**src/rtl/seg_pkg.sv**
```systemverilog
package seg_pkg;
    localparam int DEF_OFF_W = 16;
    localparam int DEF_PA_W  = 20;

    typedef enum logic {
        SEL_BASE = 1'b0,
        SEL_SIZE = 1'b1
    } cfg_sel_e;

    typedef enum logic [1:0] {
        RES_IDLE  = 2'd0,
        RES_PASS  = 2'd1,
        RES_FAULT = 2'd2
    } xlate_res_e;

    function automatic xlate_res_e classify(input logic valid, input logic legal);
        if (!valid)     return RES_IDLE;
        else if (legal) return RES_PASS;
        else            return RES_FAULT;
    endfunction
endpackage

```
**src/rtl/seg_regs.sv**
```systemverilog
module seg_regs
    import seg_pkg::*;
#(
    parameter int PA_W  = DEF_PA_W,
    parameter int LEN_W = DEF_OFF_W + 1
) (
    input  logic             clk,
    input  logic             rst,
    input  logic             supervisor,
    input  logic             cfg_wr_en,
    input  cfg_sel_e         cfg_sel,
    input  logic [PA_W-1:0]  cfg_wdata,
    input  logic             ctx_load,
    input  logic [PA_W-1:0]  ctx_base,
    input  logic [LEN_W-1:0] ctx_len,
    output logic [PA_W-1:0]  base_q,
    output logic [LEN_W-1:0] len_q,
    output logic             reject
);
    logic attempt;
    assign attempt = cfg_wr_en | ctx_load;
    assign reject  = attempt & ~supervisor;

    always_ff @(posedge clk) begin
        if (rst) begin
            base_q <= '0;
            len_q  <= '0;
        end else if (supervisor) begin
            if (ctx_load) begin
                base_q <= ctx_base;
                len_q  <= ctx_len;
            end else if (cfg_wr_en) begin
                if (cfg_sel == SEL_BASE) base_q <= cfg_wdata;
                else                     len_q  <= cfg_wdata[LEN_W-1:0];
            end
        end
    end

    assert_user_hold_R6: assert property (@(posedge clk) disable iff (rst)
        reject |=> ($stable(base_q) && $stable(len_q)));

    assert_ctx_prio_R7: assert property (@(posedge clk) disable iff (rst)
        (supervisor && ctx_load) |=> (base_q == $past(ctx_base) && len_q == $past(ctx_len)));
endmodule

```
**src/rtl/seg_check.sv**
```systemverilog
module seg_check #(
    parameter int OFF_W = 16,
    parameter int PA_W  = 20,
    parameter int LEN_W = OFF_W + 1
) (
    input  logic [OFF_W-1:0] offset,
    input  logic [PA_W-1:0]  base,
    input  logic [LEN_W-1:0] len,
    output logic             legal,
    output logic [PA_W-1:0]  phys
);
    localparam int SUM_W = PA_W + 1;

    logic [SUM_W-1:0] sum;
    logic             below;

    assign below = {1'b0, offset} < len;
    assign sum   = {1'b0, base} + {{(SUM_W-OFF_W){1'b0}}, offset};
    assign phys  = sum[PA_W-1:0];
    assign legal = below & ~sum[PA_W];
endmodule

```
**src/rtl/seg_prot_unit.sv**
```systemverilog
module seg_prot_unit
    import seg_pkg::*;
#(
    parameter int OFF_W = DEF_OFF_W,
    parameter int PA_W  = DEF_PA_W,
    parameter int LEN_W = OFF_W + 1
) (
    input  logic             clk,
    input  logic             rst,
    input  logic             req_valid,
    input  logic [OFF_W-1:0] req_offset,
    input  logic             supervisor,
    input  logic             cfg_wr_en,
    input  logic             cfg_sel,
    input  logic [PA_W-1:0]  cfg_wdata,
    input  logic             ctx_load,
    input  logic [PA_W-1:0]  ctx_base,
    input  logic [LEN_W-1:0] ctx_len,
    output logic [PA_W-1:0]  cur_base,
    output logic [LEN_W-1:0] cur_len,
    output logic             mem_valid,
    output logic [PA_W-1:0]  mem_addr,
    output logic             prot_fault,
    output logic             priv_fault
);
    logic             reject;
    logic             legal;
    logic [PA_W-1:0]  phys;
    xlate_res_e       res_q;

    seg_regs #(.PA_W(PA_W), .LEN_W(LEN_W)) u_regs (
        .clk        (clk),
        .rst        (rst),
        .supervisor (supervisor),
        .cfg_wr_en  (cfg_wr_en),
        .cfg_sel    (cfg_sel_e'(cfg_sel)),
        .cfg_wdata  (cfg_wdata),
        .ctx_load   (ctx_load),
        .ctx_base   (ctx_base),
        .ctx_len    (ctx_len),
        .base_q     (cur_base),
        .len_q      (cur_len),
        .reject     (reject)
    );

    seg_check #(.OFF_W(OFF_W), .PA_W(PA_W), .LEN_W(LEN_W)) u_check (
        .offset (req_offset),
        .base   (cur_base),
        .len    (cur_len),
        .legal  (legal),
        .phys   (phys)
    );

    always_ff @(posedge clk) begin
        if (rst) begin
            res_q      <= RES_IDLE;
            mem_addr   <= '0;
            priv_fault <= 1'b0;
        end else begin
            res_q      <= classify(req_valid, legal);
            mem_addr   <= (req_valid && legal) ? phys : '0;
            priv_fault <= reject;
        end
    end

    assign mem_valid  = (res_q == RES_PASS);
    assign prot_fault = (res_q == RES_FAULT);

    assert_one_result_R3: assert property (@(posedge clk) disable iff (rst)
        !(mem_valid && prot_fault));

    assert_limit_R3: assert property (@(posedge clk) disable iff (rst)
        (req_valid && ({1'b0, req_offset} >= cur_len)) |=> (prot_fault && !mem_valid));

    assert_addr_R2: assert property (@(posedge clk) disable iff (rst)
        (req_valid && ({1'b0, req_offset} < cur_len) &&
         (({1'b0, cur_base} + {{(PA_W+1-OFF_W){1'b0}}, req_offset}) < {1'b1, {PA_W{1'b0}}}))
        |=> (mem_valid && mem_addr == PA_W'($past(cur_base) + {{(PA_W-OFF_W){1'b0}}, $past(req_offset)})));

    assert_idle_R9: assert property (@(posedge clk) disable iff (rst)
        !req_valid |=> (!mem_valid && !prot_fault));

    assert_priv_pulse_R6: assert property (@(posedge clk) disable iff (rst)
        (!supervisor && (cfg_wr_en || ctx_load)) |=> priv_fault);
endmodule

```
**config.mk**
```make
export PLATFORM = sky130hd
export DESIGN_NAME = seg_prot_unit
export DESIGN_NICKNAME = d
export VERILOG_FILES = /design/src/rtl/seg_pkg.sv /design/src/rtl/seg_regs.sv /design/src/rtl/seg_check.sv /design/src/rtl/seg_prot_unit.sv
export SDC_FILE = /design/constraint.sdc
export NUM_CORES = 1
export LEC_CHECK = 0
export BUFFER_PORTS_ARGS = -buffer_cell sky130_fd_sc_hd__buf_2
export CORE_MARGIN = 2
export CORE_UTILIZATION = 30
export CTS_CLUSTER_SIZE = 30
export DETAILED_ROUTE_END_ITERATION = 16
export SYNTH_ARGS = -nofsm -noshare
export SYNTH_HDL_FRONTEND = slang
export SYNTH_SLANG_ARGS = --single-unit
```
**constraint.sdc**
```tcl
create_clock -name clk -period 3.4 [get_ports clk]
set_clock_uncertainty 0.05 [all_clocks]
set_input_delay 0.51 -clock clk [delete_from_list [all_inputs] [get_ports clk]]
set_output_delay 0.51 -clock clk [all_outputs]
set_load 0.005 [all_outputs]
```
### Yosys cells after proc, flatten, opt, wreduce, memory -nomap -nowiden

Cells that the tools add are included.

* flip-flop bits (word level): 60
* output and inout port bits: 60
* logic and storage cells: 31

* add/subtract/negate cells: 1
* $lt $le $gt $ge: 1
* eq/ne operators: 3
* multiplexer cells: 7
* bitwise operators: 7
* reduce and logical (&&, ||, !) cells: 7

Operators with widths (count)
* $mux W20: 3
* $mux W17: 3
* $add A20 B16 Y21: 1
* $lt A16 B17 Y1: 1
* $reduce_and A3 Y1: 2
* $not A1 Y1: 4
* $reduce_bool A2 Y1: 2
* $reduce_or A2 Y1: 2
* $and A1 B1 Y1: 2
* $eq A2 B1 Y1 const B: 1
* $eq A2 B2 Y1 const B: 1
* $mux W2: 1
* $ne A2 B1 Y1 const B: 1
* $logic_and A1 B1 Y1: 1
* $or A1 B1 Y1: 1

### Longest topological paths before layout

* depth after elaboration: 6
* gate-level depth with buffers: 9

### Cells and area by module

Synthesis repeated with hierarchy kept, for this count alone.

* cell total of the unflattened synthesis: 410
* area, all modules: 3926.3 µm²

Modules (own cells, without submodules)
* seg_regs: times used 1, cells an instance 193, area an instance 1944.4 µm²
* seg_check: times used 1, cells an instance 163, area an instance 1238.7 µm²
* seg_prot_unit: times used 1, cells an instance 54, area an instance 743.2 µm²

### Worst setup path before layout

Ideal clock, no wire load.

* path type: input port to flip-flop
* from: input port req_offset[0]
* to: register mem_addr[15]
* library setup time: 0.078 ns
* arrival: 3.206 ns
* data required time: 3.272 ns
* slack: 0.066 ns
* cell stages on the path: 9
* path buffers: 1
* cells stage by stage: ha_1 -> fa_1 -> a21o_1 -> a221o_1 -> a32o_1 -> or4_4 -> or4b_4 -> buf_6 -> nor3_1

* longest elaborated chain between the ends: 6
* elaborated cells between the ends (all ways): 7
* those cells by class: 1 x add/sub; 1 x order compare; 3 x bitwise; 2 x reduce/logical

Ends and longest elaborated chain
* start: declaration: RTL line seg_prot_unit.sv:11 `input logic [OFF_W-1:0] req_offset,`
* $add A20 B16 Y21: RTL line seg_check.sv:18 `assign sum = {1'b0, base} + {{(SUM_W-OFF_W){1'b0}}, offset};`
* $not A1 Y1: RTL line seg_check.sv:20 `assign legal = below & ~sum[PA_W];`
* $and A1 B1 Y1: RTL line seg_check.sv:20
* $logic_and A1 B1 Y1: RTL line seg_prot_unit.sv:61 `mem_addr <= (req_valid && legal) ? phys : '0;`
* $not A1 Y1 (no line)
* $reduce_or A2 Y1 (no line)
* end signal: assignment: RTL line seg_prot_unit.sv:61
* end: declaration: RTL line seg_prot_unit.sv:22 `output logic [PA_W-1:0] mem_addr,`

Several ways; a longest one is shown, not always the timed one.
A chain may end at the register's enable or synchronous reset.

### Final worst setup path

* from: register u_regs.base_q[0]
* to: register mem_addr[7]

* longest elaborated chain between the ends: 6

Ends and longest elaborated chain
* start: declaration: RTL line seg_regs.sv:16 `output logic [PA_W-1:0] base_q,`
* start signal: assignment: RTL line seg_regs.sv:30 `base_q <= ctx_base;`
* start signal: assignment: RTL line seg_regs.sv:33 `if (cfg_sel == SEL_BASE) base_q <= cfg_wdata;`
* $add A20 B16 Y21 *: RTL line seg_check.sv:18
* $not A1 Y1: RTL line seg_check.sv:20
* $and A1 B1 Y1: RTL line seg_check.sv:20
* $logic_and A1 B1 Y1: RTL line seg_prot_unit.sv:61
* $not A1 Y1 (no line)
* $reduce_or A2 Y1 (no line)

Mark *: on every way between the ends. The rest lies on a longest branch, timed or not.

==> flow_metrics.env <==
export IMPL_outcome="complete, no violations"
export IMPL_synth_seq_area_share_pct=34.05
export IMPL_dp_hpwl_um=8253
export IMPL_crit_path_end_kind="register"
export IMPL_multi_input_area_um2=2143
export IMPL_grt_max_degree=41
export IMPL_finalWirelength_um=10110
export IMPL_crit_chain="ha_1 -> fa_1 -> a21o_1 -> a221o_1 -> a32o_1 -> or4_4 -> or4b_4 -> nor3_2"
export IMPL_synth_area_um2=3527
export IMPL_die_height_um=112.4
export IMPL_antenna_found_initial=0
export IMPL_vias_per_cell=4.895
export IMPL_gp_congestion=0.8836
export IMPL_core_um2=11470
export IMPL_synth_net_count=549
export IMPL_clock_sinks=60
export IMPL_synth_area_top_cells="dfxtp_1, ha_1, a211oi_1"
export IMPL_clockPowerShare_pct=43.3
export IMPL_holdBufCountCts=0
export IMPL_synth_top_family_by_area="compound AO/OA/AOI/OAI gates"
export IMPL_clock_path_buffers=2
export IMPL_min_path_type="in2reg"
export IMPL_ys_async_sr_fraction_pct=0
export IMPL_hold_violations=0
export IMPL_crit_type="reg2reg"
export IMPL_layout_common_cells="buf_2, nor2_1, dfxtp_1"
export IMPL_yosys_area_top_type="dfxtp_1"
export IMPL_fill_cells=1182
export IMPL_seqCellArea_um2=1201
export IMPL_synth_mux_area_share_pct=1.135
export IMPL_slew_violations=0
export IMPL_overflow=0
export IMPL_cts_tree="yes"
export IMPL_crit_required_ns=3.59
export IMPL_p_leak_nw=2.183
export IMPL_cp_num_buf_inv=0
export IMPL_synth_edf_count=0
export IMPL_clock_latency_ns=0.33
export IMPL_cts_buffers=9
export IMPL_switching_share_pct=27.33
export IMPL_cts_setup_buffers=0
export IMPL_synth_xor_area_share_pct=2.731
export IMPL_synthAdderAreaFrac_pct=11.56
export IMPL_slowest_delay_ns=0.67
export IMPL_io_buffer_count=139
export IMPL_drc=0
export IMPL_yosys_area_share_simple_pct=20.40
export IMPL_irDropWorstVdd_mv=0.2868
export IMPL_power_density_nw_per_um2=475.7
export IMPL_fmax_mhz=311.7
export IMPL_path_delay_family="simple AND/OR/NAND/NOR gates"
export IMPL_setup_viol=0
export IMPL_clkTransAtPathRegs_ns=0.06
export IMPL_synth_compound_area_share_pct=24.87
export IMPL_cp_arrival_ns=3.40
export IMPL_crit_slowest_cell="or4b_4"
export IMPL_postSynthCellCount=437
export IMPL_cts_root_buf="clkbuf_16"
export IMPL_critPathLaunchType="register"
export IMPL_htreeDepth=3
export IMPL_vias=3554
export IMPL_rows=39
export IMPL_post_place_ws_ns=-0.1229
export IMPL_layout_commonest_cell="buf_2"
export IMPL_num_io_pins=140
export IMPL_grt_pass1_wl_um=16530
export IMPL_dieArea_um2=12640
export IMPL_finalNetCount=690
export IMPL_yosys_warnings=0
export IMPL_slew_headroom_pct=45.39
export IMPL_syn2layout_area_growth_pct=34.52
export IMPL_internal_power_mw=1.640
export IMPL_finalWorstSetupSlack_ns=0.1916
export IMPL_die_w_um=112.4
export IMPL_grt_total_usage_pct=16.15
export IMPL_start_util_pct=30.76
export IMPL_ys_ff_latch=60
export IMPL_avgSynthCellArea_um2=8.071
export IMPL_tightest_slew_ns=0.8192
export IMPL_initialDrtViolationCount=108
export IMPL_place_area_um2=4418
export IMPL_critPathMaxFanout=21
export IMPL_wl_per_cell_um=13.93
export IMPL_finalCriticalPeriod_ns=3.208
export IMPL_drive_above_1_share_pct=30.70
export IMPL_ys_flop_type="dfxtp_1"
export IMPL_period_share_pct=94.36
export IMPL_antenna_left=0
export IMPL_rsz0062_at_grt="false"
export IMPL_synth_cell_types=45
export IMPL_cts_resized=0
export IMPL_firstDrtPassIters=4
export IMPL_diodes=0
export IMPL_comb_power_share_pct=21.5
export IMPL_max_cap_violations=0
export IMPL_stdcell_area_um2=4745
export IMPL_grt_pass1_vias=3477
export IMPL_yosysTopAreaCellShare_pct=34.05
export IMPL_p_switching_uw=616.9
export IMPL_p_seq_share_pct=35.2
path summary, 6_finish.rpt:
kind | slack, ns | to | start | cells after the start
worst min-delay path | 0.33 | priv_fault$_SDFF_PP0_ | supervisor | 2
worst min register to register | 0.47 | u_regs.len_q[5]$_SDFFE_PP0P_ | u_regs.len_q[5]$_SDFFE_PP0P_ | 2
worst max register to register | 0.19 | mem_addr[7]$_SDFF_PP0_ | u_regs.base_q[0]$_SDFFE_PP0P_ | 8
worst max-delay path | 0.19 | mem_addr[7]$_SDFF_PP0_ | u_regs.base_q[0]$_SDFFE_PP0P_ | 8
metal layers:
| layer | vias to the layer above | wire, um | GRT usage, % |
|---|---|---|---|
| li1 | 1866 | - | - |
| met1 | 1568 | 4725 | 20.81 |
| met2 | 101 | 4699 | 26.67 |
| met3 | 19 | 450 | 3.078 |
| met4 | 0 | 239 | 6.504 |
| met5 | - | 0 | 0 |
logic make-up (layout without fill, tap and decap cells):
kind of cell | count (synthesis) | after routing
xor+xnor | 11 | 11
mux | 4 | 4
buf+inv | 47 | 193
fa+ha+maj | 32 | 32
flops | 60 | 60
compound gates | 138 | 138
simple gates | 145 | 145
synthesized netlist by cell type, types with 2 or more instances:
library cell / instances
a211oi_1: 41
a21o_1: 5
a21oi_1: 57
a31oi_1: 4
and2_1: 2
and3_1: 4
clkbuf_1: 22
dfxtp_1: 60
ha_1: 31
inv_1: 23
mux2i_1: 4
nand2_1: 17
nand3_1: 7
nand4_1: 6
nor2_1: 62
nor2b_1: 26
nor3_1: 10
nor3_2: 2
o2111ai_1: 3
o21a_1: 4
o21ai_0: 10
o21bai_1: 2
o31ai_1: 2
o41ai_1: 2
or2_2: 2
xnor2_1: 8
xor2_1: 3
stage by stage:
stage	util, %	hold slack, ns	total power, mW	TNS (ns)	instances
finish	41.37	0.3251	2.257	0	726
global route	41.37	0.3177	2.377	0	726
CTS	41.37	0.3168	2.282	0	726
detailed placement	38.53	0.4645	1.297	-0.7398	710
global placement	38.53	0.4571	1.287	-0.2798	710
floorplan	-	0.4520	1.099	0	437
sequential cells by signal, indices dropped and copies added, names as in the netlist:
name           flops
mem_addr          20
priv_fault         1
res_q              2
u_regs.base_q     20
u_regs.len_q      17
power groups by stage:
stage	Clock (mW)	Sequential (mW)	Combinational, mW
finish	0.978	0.794	0.485
floorplan	0	0.804	0.295
global placement	0	0.810	0.476
CTS	0.998	0.795	0.489
global route	1.03	0.801	0.547
detailed placement	0	0.810	0.487
final cells by class:
type                            instances  share of cell area (%)
Tap cell                              143                   3.771
Multi-Input combinational cell        330                   45.17
Timing Repair Buffer                  154                   17.04
Clock buffer                           10                   5.037
Sequential cell                        60                   25.32
Inverter                               23                   1.820
Clock inverter                          6                   1.846
Note: power is estimated with default switching activity, not from simulation.
